--- config.mk ---
export PLATFORM = sky130hd
export DESIGN_NAME = xmem_seq
export DESIGN_NICKNAME = d
export VERILOG_FILES = /design/src/rtl/xmem_pkg.sv /design/src/rtl/xmem_phase.sv /design/src/rtl/xmem_sched.sv /design/src/rtl/xmem_pins.sv /design/src/rtl/xmem_capture.sv /design/src/rtl/xmem_seq.sv
export SDC_FILE = /design/constraint.sdc
export NUM_CORES = 1
export LEC_CHECK = 0
export BUFFER_PORTS_ARGS = -buffer_cell sky130_fd_sc_hd__buf_2
export CORE_ASPECT_RATIO = 1.5
export CORE_MARGIN = 4
export CORE_UTILIZATION = 50
export DETAILED_ROUTE_END_ITERATION = 12
export PLACE_DENSITY = 0.81
export SLEW_MARGIN = 20
export SYNTH_ARGS = -nofsm -noshare
export SYNTH_HDL_FRONTEND = slang
export SYNTH_SLANG_ARGS = --single-unit
--- constraint.sdc ---
create_clock -name clk -period 3.34 [get_ports clk]
set_input_delay 1.002 -clock clk [delete_from_list [all_inputs] [get_ports clk]]
set_output_delay 1.002 -clock clk [all_outputs]
set_load 0.005 [all_outputs]
--- src/rtl/xmem_pkg.sv ---
package xmem_pkg;
  typedef enum logic [1:0] {
    SLOT_IDLE = 2'd0,
    SLOT_CODE = 2'd1,
    SLOT_DRD  = 2'd2,
    SLOT_DWR  = 2'd3
  } slot_kind_e;

  function automatic logic is_data(slot_kind_e k);
    return (k == SLOT_DRD) || (k == SLOT_DWR);
  endfunction
endpackage

--- src/rtl/xmem_phase.sv ---
module xmem_phase #(
  parameter int SLOT_TICKS = 6,
  localparam int CYC = 2 * SLOT_TICKS,
  localparam int PHW = $clog2(CYC)
) (
  input  logic           clk,
  input  logic           rst,
  input  logic           osc_en,
  output logic [PHW-1:0] ph,
  output logic [PHW-1:0] slot_ph,
  output logic           upper_half,
  output logic           cyc_start,
  output logic           half_start
);
  localparam logic [PHW-1:0] PH_LAST = PHW'(CYC - 1);
  localparam logic [PHW-1:0] PH_SLOT = PHW'(SLOT_TICKS);

  always_ff @(posedge clk) begin
    if (rst) ph <= PH_LAST;
    else if (osc_en) ph <= (ph == PH_LAST) ? '0 : ph + 1'b1;
  end

  always_comb begin
    upper_half = (ph >= PH_SLOT);
    slot_ph    = upper_half ? ph - PH_SLOT : ph;
    cyc_start  = osc_en && (ph == PH_LAST);
    half_start = osc_en && (ph == PH_SLOT - 1'b1);
  end
endmodule

--- src/rtl/xmem_sched.sv ---
module xmem_sched import xmem_pkg::*; #(
  parameter int AW = 16,
  parameter int DW = 8,
  parameter logic [AW-1:0] INT_TOP = 'h0FFF
) (
  input  logic          clk,
  input  logic          rst,
  input  logic          cyc_start,
  input  logic          half_start,
  input  logic          ext_sel,
  input  logic          fetch_valid,
  input  logic [AW-1:0] fetch_addr,
  output logic          fetch_ready,
  output logic          fetch_ext,
  input  logic          dreq_valid,
  input  logic [AW-1:0] dreq_addr,
  input  logic          dreq_wide,
  input  logic          dreq_write,
  input  logic [DW-1:0] dreq_wdata,
  output logic          dreq_ready,
  output slot_kind_e    kind,
  output logic [AW-1:0] lat_addr,
  output logic          lat_wide,
  output logic [DW-1:0] lat_wdata
);
  logic take_data, take_code;

  always_comb begin
    fetch_ext   = !ext_sel || (fetch_addr > INT_TOP);
    dreq_ready  = !rst && cyc_start;
    take_data   = dreq_ready && dreq_valid;
    fetch_ready = !rst && ((cyc_start && !dreq_valid) ||
                           (half_start && !is_data(kind)));
    take_code   = fetch_ready && fetch_valid && fetch_ext;
  end

  always_ff @(posedge clk) begin
    if (rst) begin
      kind      <= SLOT_IDLE;
      lat_addr  <= '0;
      lat_wide  <= 1'b0;
      lat_wdata <= '0;
    end else if (take_data) begin
      kind      <= dreq_write ? SLOT_DWR : SLOT_DRD;
      lat_addr  <= dreq_addr;
      lat_wide  <= dreq_wide;
      lat_wdata <= dreq_wdata;
    end else if (take_code) begin
      kind      <= SLOT_CODE;
      lat_addr  <= fetch_addr;
      lat_wide  <= 1'b1;
    end else if (cyc_start || (half_start && !is_data(kind))) begin
      kind      <= SLOT_IDLE;
    end
  end
endmodule

--- src/rtl/xmem_pins.sv ---
module xmem_pins import xmem_pkg::*; #(
  parameter int AW = 16,
  parameter int DW = 8,
  parameter int SLOT_TICKS = 6,
  localparam int CYC = 2 * SLOT_TICKS,
  localparam int PHW = $clog2(CYC),
  localparam int HW = AW - DW
) (
  input  slot_kind_e     kind,
  input  logic [PHW-1:0] ph,
  input  logic [PHW-1:0] slot_ph,
  input  logic           upper_half,
  input  logic [AW-1:0]  lat_addr,
  input  logic           lat_wide,
  input  logic [DW-1:0]  lat_wdata,
  input  logic [HW-1:0]  p2_reg,
  output logic           ale,
  output logic [DW-1:0]  p0_out,
  output logic           p0_oe,
  output logic [HW-1:0]  p2_out,
  output logic           psen_n,
  output logic           rd_n,
  output logic           wr_n
);
  localparam int ALE_TICKS = SLOT_TICKS / 3;
  localparam logic [PHW-1:0] ALE_END  = PHW'(ALE_TICKS);
  localparam logic [PHW-1:0] ADR_LAST = PHW'(ALE_TICKS);
  localparam logic [PHW-1:0] STB_ON   = PHW'(ALE_TICKS + 1);
  localparam logic [PHW-1:0] CODE_OFF = PHW'(SLOT_TICKS - 2);
  localparam logic [PHW-1:0] DATA_OFF = PHW'(CYC - 3);

  logic data_cyc, addr_phase, code_win, data_win;

  always_comb begin
    data_cyc   = is_data(kind);
    addr_phase = data_cyc ? (ph <= ADR_LAST) : (slot_ph <= ADR_LAST);
    code_win   = (kind == SLOT_CODE) && (slot_ph >= STB_ON) && (slot_ph <= CODE_OFF);
    data_win   = data_cyc && (ph >= STB_ON) && (ph <= DATA_OFF);

    ale    = (slot_ph < ALE_END) && !(data_cyc && upper_half);
    psen_n = !code_win;
    rd_n   = !(data_win && (kind == SLOT_DRD));
    wr_n   = !(data_win && (kind == SLOT_DWR));

    unique case (kind)
      SLOT_CODE: p0_oe = addr_phase;
      SLOT_DRD:  p0_oe = addr_phase;
      SLOT_DWR:  p0_oe = 1'b1;
      default:   p0_oe = 1'b0;
    endcase

    if (addr_phase && kind != SLOT_IDLE) p0_out = lat_addr[DW-1:0];
    else if (kind == SLOT_DWR)           p0_out = lat_wdata;
    else                                 p0_out = '1;

    if (kind == SLOT_CODE || (data_cyc && lat_wide)) p2_out = lat_addr[AW-1:DW];
    else                                             p2_out = p2_reg;
  end
endmodule

--- src/rtl/xmem_capture.sv ---
module xmem_capture import xmem_pkg::*; #(
  parameter int DW = 8,
  parameter int SLOT_TICKS = 6,
  localparam int CYC = 2 * SLOT_TICKS,
  localparam int PHW = $clog2(CYC)
) (
  input  logic           clk,
  input  logic           rst,
  input  logic           osc_en,
  input  slot_kind_e     kind,
  input  logic [PHW-1:0] ph,
  input  logic [PHW-1:0] slot_ph,
  input  logic [DW-1:0]  p0_in,
  output logic           code_valid,
  output logic [DW-1:0]  code_data,
  output logic           rd_valid,
  output logic [DW-1:0]  rd_data
);
  localparam logic [PHW-1:0] CODE_SMP = PHW'(SLOT_TICKS - 2);
  localparam logic [PHW-1:0] DATA_SMP = PHW'(CYC - 3);

  logic code_smp, data_smp;

  always_comb begin
    code_smp = osc_en && (kind == SLOT_CODE) && (slot_ph == CODE_SMP);
    data_smp = osc_en && (kind == SLOT_DRD) && (ph == DATA_SMP);
  end

  always_ff @(posedge clk) begin
    if (rst) begin
      code_valid <= 1'b0;
      rd_valid   <= 1'b0;
      code_data  <= '0;
      rd_data    <= '0;
    end else begin
      code_valid <= code_smp;
      rd_valid   <= data_smp;
      if (code_smp) code_data <= p0_in;
      if (data_smp) rd_data   <= p0_in;
    end
  end
endmodule

--- src/rtl/xmem_seq.sv ---
module xmem_seq import xmem_pkg::*; #(
  parameter int AW = 16,
  parameter int DW = 8,
  parameter int SLOT_TICKS = 6,
  parameter logic [AW-1:0] INT_TOP = 'h0FFF,
  localparam int HW = AW - DW
) (
  input  logic          clk,
  input  logic          rst,
  input  logic          osc_en,
  input  logic          ext_sel,
  input  logic [HW-1:0] p2_reg,
  input  logic          fetch_valid,
  output logic          fetch_ready,
  input  logic [AW-1:0] fetch_addr,
  output logic          fetch_ext,
  output logic          code_valid,
  output logic [DW-1:0] code_data,
  input  logic          dreq_valid,
  output logic          dreq_ready,
  input  logic [AW-1:0] dreq_addr,
  input  logic          dreq_wide,
  input  logic          dreq_write,
  input  logic [DW-1:0] dreq_wdata,
  output logic          rd_valid,
  output logic [DW-1:0] rd_data,
  output logic          ale,
  output logic [DW-1:0] p0_out,
  output logic          p0_oe,
  input  logic [DW-1:0] p0_in,
  output logic [HW-1:0] p2_out,
  output logic          psen_n,
  output logic          rd_n,
  output logic          wr_n
);
  localparam int PHW = $clog2(2 * SLOT_TICKS);

  logic [PHW-1:0] ph, slot_ph;
  logic           upper_half, cyc_start, half_start;
  slot_kind_e     kind;
  logic [AW-1:0]  lat_addr;
  logic           lat_wide;
  logic [DW-1:0]  lat_wdata;

  xmem_phase #(.SLOT_TICKS(SLOT_TICKS)) u_phase (
    .clk(clk), .rst(rst), .osc_en(osc_en), .ph(ph), .slot_ph(slot_ph),
    .upper_half(upper_half), .cyc_start(cyc_start), .half_start(half_start));

  xmem_sched #(.AW(AW), .DW(DW), .INT_TOP(INT_TOP)) u_sched (
    .clk(clk), .rst(rst), .cyc_start(cyc_start), .half_start(half_start),
    .ext_sel(ext_sel), .fetch_valid(fetch_valid), .fetch_addr(fetch_addr),
    .fetch_ready(fetch_ready), .fetch_ext(fetch_ext), .dreq_valid(dreq_valid),
    .dreq_addr(dreq_addr), .dreq_wide(dreq_wide), .dreq_write(dreq_write),
    .dreq_wdata(dreq_wdata), .dreq_ready(dreq_ready), .kind(kind),
    .lat_addr(lat_addr), .lat_wide(lat_wide), .lat_wdata(lat_wdata));

  xmem_pins #(.AW(AW), .DW(DW), .SLOT_TICKS(SLOT_TICKS)) u_pins (
    .kind(kind), .ph(ph), .slot_ph(slot_ph), .upper_half(upper_half),
    .lat_addr(lat_addr), .lat_wide(lat_wide), .lat_wdata(lat_wdata),
    .p2_reg(p2_reg), .ale(ale), .p0_out(p0_out), .p0_oe(p0_oe),
    .p2_out(p2_out), .psen_n(psen_n), .rd_n(rd_n), .wr_n(wr_n));

  xmem_capture #(.DW(DW), .SLOT_TICKS(SLOT_TICKS)) u_cap (
    .clk(clk), .rst(rst), .osc_en(osc_en), .kind(kind), .ph(ph),
    .slot_ph(slot_ph), .p0_in(p0_in), .code_valid(code_valid),
    .code_data(code_data), .rd_valid(rd_valid), .rd_data(rd_data));
endmodule

==> summary.md <==
| Metric | Value |
|---|---|
| Cells after synthesis | 343 |
| Avg Cell Area, Syn | 8.34 sq um |
| Post-DP HPWL | 5.79 mm |
| Vias in the first global route | 2930 |
| Worst path max stage delay | 0.47 ns |
| # Max-Cap Violations | 0 |
| Resized cells post-CTS | 0 |
| Yosys top cell area share | 0.343 |
| Leak | 1.61 nW |
| Post-CTS repair timing setup buffer count | 0 |
| CP Buf/Inv Count | 1 |
| Critical Setup Path Class | flop to output pin |
| F_max | 307 MHz |
| Core region area | 0.00549 sq mm |
| Critical Path RT | 2.34 ns |
| Hold Path Origin | u_sched.lat_wdata[2] |
| Slew @ Worst Pin | 0.881 ns |
| Final hold violations | 0 |
| Io pins | 106 |
| Reg area | 981 sq um |
| Unrepaired setup endpoints after global routing | true |
| Final-report max-slew violation count | 0 |
| Synth Register Bits | 49 |
| CTS Buf Count | 5 |
| CP startpoint | u_sched.kind[0] |
| Global Route Usage Sum | 0.224 |
| Ranking of synthesized cells by area | dfxtp_1, nand2_1, mux2i_1, a22oi_1, nor2_1 |
| EDFF count, synth | 0 |
| Max clock buf depth | 2 |
| ANT cells | 0 |
| Remaining Overflow, GRT | 0 |
| Post-synthesis sequential area ratio | 0.343 |
| Fraction of layout cells with a size suffix above 1 | 0.332 |
| Slowest CP cell | or3_4 |
| Hold Crit Depth | 2 |
| Vias per cell | 5.66 |
| Reg-to-reg startpoint | u_phase.ph[0] |
| Antenna Violating Nets Remaining | 0 |
| Synth Flop Type | dfxtp_1 |
| Worst-skew pair later-pin latency | 0.30 ns |
| Async S/R FF share, synth | 0 |
| Cell Area, Placed | 0.00343 sq mm |
| Worst-case reg-to-reg path depth | 6 |
| Startpoint class of the critical path | flop |
| CTS root buffer | clkbuf_8 |
| Antenna violations before repair | 0 |
| Synth top cells by count | nand2_1, dfxtp_1, nor2_1, mux2i_1, a22oi_1 |
| Slew Limit Headroom | 0.410 |
| YS warnings | 0 |
| Mapped Area | 0.00286 sq mm |
| Htree depth | 2 |
| Type of the tightest min-delay check | flop to flop |
| Final wirelength | 7.79 mm |
| Final GP Congestion | 0.813 |
| Initial core utilization | 0.521 |
| Top-count cell post-synth | nand2_1 |
| Post-synth net total | 416 |
| Clk slew on worst S/H paths | 0.09 ns |
| WHS | 0.464 ns |
| Crit-path cells | ha_1 -> or3_4 -> a21o_1 -> nor4_1 -> a211oi_1 -> buf_2 |
| Worst Hold Endpoint | u_sched.lat_wdata[2] |
| Largest net degree at the start of global routing | 44 |
| First-pass GRT wire length | 13.1 mm |
| Yosys cell types | 51 |
| Critical path arrival | 2.26 ns |
| Final Critical Period | 3.26 ns |
| TritonCTS clock tree | yes |
| Reg-to-reg critical path endpoint | u_sched.lat_addr[7] |
| Fillers | 490 |
| Row count | 33 |
| Setup Viol. Count Final | 0 |
| Drt wl/cell | 15.3 microns |
| CP Capture Type | output pin |
| Top delay family on crit path | simple AND/OR/NAND/NOR gates |
| Critical Path Fanout Max | 13 |
| Total power | 0.00143 W |
| DR DRC count | 0 |
| Die X | 69.7 microns |
| Clock skew | 0.00696 ns |
| Area taken by multi-input logic gates | 0.00173 sq mm |
| Die area | 0.00702 sq mm |
| Finished Cell Area | 0.00357 sq mm |
| TNS Setup | 0 ns |
| Area growth syn-to-layout | 25.0% |
| DR vias | 2888 |
| Reg-to-reg setup timing slack | 1.01 ns |
| Die height | 101 microns |
| Cell Pwr Density | 401 mW/mm^2 |
| Peak VDD IR | 0.365 mV |
| Hold Buf Count CTS | 0 |
| First DRT Iteration DRCs | 139 |
| Post-synth top area cell | dfxtp_1 |
| Clock sinks | 49 |
| Final period utilization | 0.976 |
| Status | finished clean |
| Port buffer count | 105 |
| Drt first pass iters | 4 |
| Final nets | 512 |
==> worst min-delay path, cell delays in order (launching register included) <==
cell     delay (ns)
dfxtp_1        0.32
nand2_1        0.05
o21ai_0        0.06
==> cells in the final DEF, fill, tap and decap left out, types with 2 or more instances in the layout <==
cell type / synthesis / layout
buf_2: 9 / 105
nand2_1: 54 / 54
dfxtp_1: 49 / 49
nor2_1: 31 / 31
mux2i_1: 19 / 19
a22oi_1: 16 / 16
o21ai_0: 14 / 14
or3_1: 12 / 12
o31ai_1: 12 / 12
mux2_2: 10 / 10
nor4_1: 10 / 10
a211oi_1: 10 / 10
buf_4: 0 / 10
ha_1: 9 / 9
inv_1: 8 / 8
nor3b_1: 9 / 8
a221o_1: 5 / 5
nand3_1: 5 / 5
clkbuf_8: 0 / 5
a21oi_1: 4 / 4
nand2b_1: 3 / 3
or2_2: 2 / 2
xor2_1: 2 / 2
nor3_1: 2 / 2
and2_1: 2 / 2
nor2b_1: 2 / 2
o22ai_1: 2 / 2
o211ai_1: 2 / 2
bufinv_16: 0 / 2
==> how the worst max path moves through the flow <==
stage                           end  depth (start not counted)
final                     p0_out[1]                          6
after global routing      p0_out[6]                          7
after CTS                 p0_out[6]                          6
after detailed placement  p0_out[6]                          6
after global placement    p0_out[3]                          6
after floorplan           p0_out[4]                          7
==> layout make-up <==
cell class	instances	share of cell area
well taps	70	0.0245
clock buffers	5	0.0193
flip-flops and latches	49	0.275
inverters	9	0.00945
repair buffers	115	0.168
clock inverters	3	0.0193
multi-input cells	259	0.485
==> kinds of logic (layout without fill, tap and decap cells) <==
| group | Yosys count | count (layout) | share of synthesized area |
|---|---|---|---|
| and+or+nand+nor | 142 | 142 | 0.250 |
| AOI/OAI and AO/OA | 77 | 77 | 0.200 |
| DFF | 49 | 49 | 0.343 |
| buffers and inverters | 35 | 132 | 0.0551 |
| muxes | 29 | 29 | 0.106 |
| adders and majority gates | 9 | 9 | 0.0394 |
| xor gates and xnor gates | 2 | 2 | 0.00613 |
==> through the flow <==
stage | cells | setup WS, ns | util
2_1_floorplan | 343 | 0.377 | -
3_3_place_gp | 502 | 0.469 | 0.624
3_5_place_dp | 502 | 0.378 | 0.624
4_1_cts | 510 | 0.0385 | 0.649
5_1_grt | 510 | -0.0549 | 0.651
6_report | 510 | 0.0788 | 0.651
==> routing by layer <==
metal	GRT usage	vias up	wire length (microns)
li1	-	1426	-
met1	0.242	1353	3030
met2	0.412	95	4160
met3	0.0529	14	438
met4	0.103	0	163
met5	0	-	0
==> report_power, final <==
group	total, W	leakage [nW]	switching (W)	internal, W
logic	0.000279	1.15	0.000153	0.000126
registers	0.000645	0.398	0.0000313	0.000614
clock network	0.000509	0.0687	0.000207	0.000301
total	0.00143	1.61	0.000392	0.00104
==> registers in the layout, summed over array words and instances (netlist names) <==
signal / flops
u_phase.ph: 4
u_cap.rd_data: 8
u_cap.code_valid: 1
u_cap.code_data: 8
u_sched.lat_wdata: 8
u_cap.rd_valid: 1
u_sched.kind: 2
u_sched.lat_wide: 1
u_sched.lat_addr: 16
(Power assumes the default switching activity.)
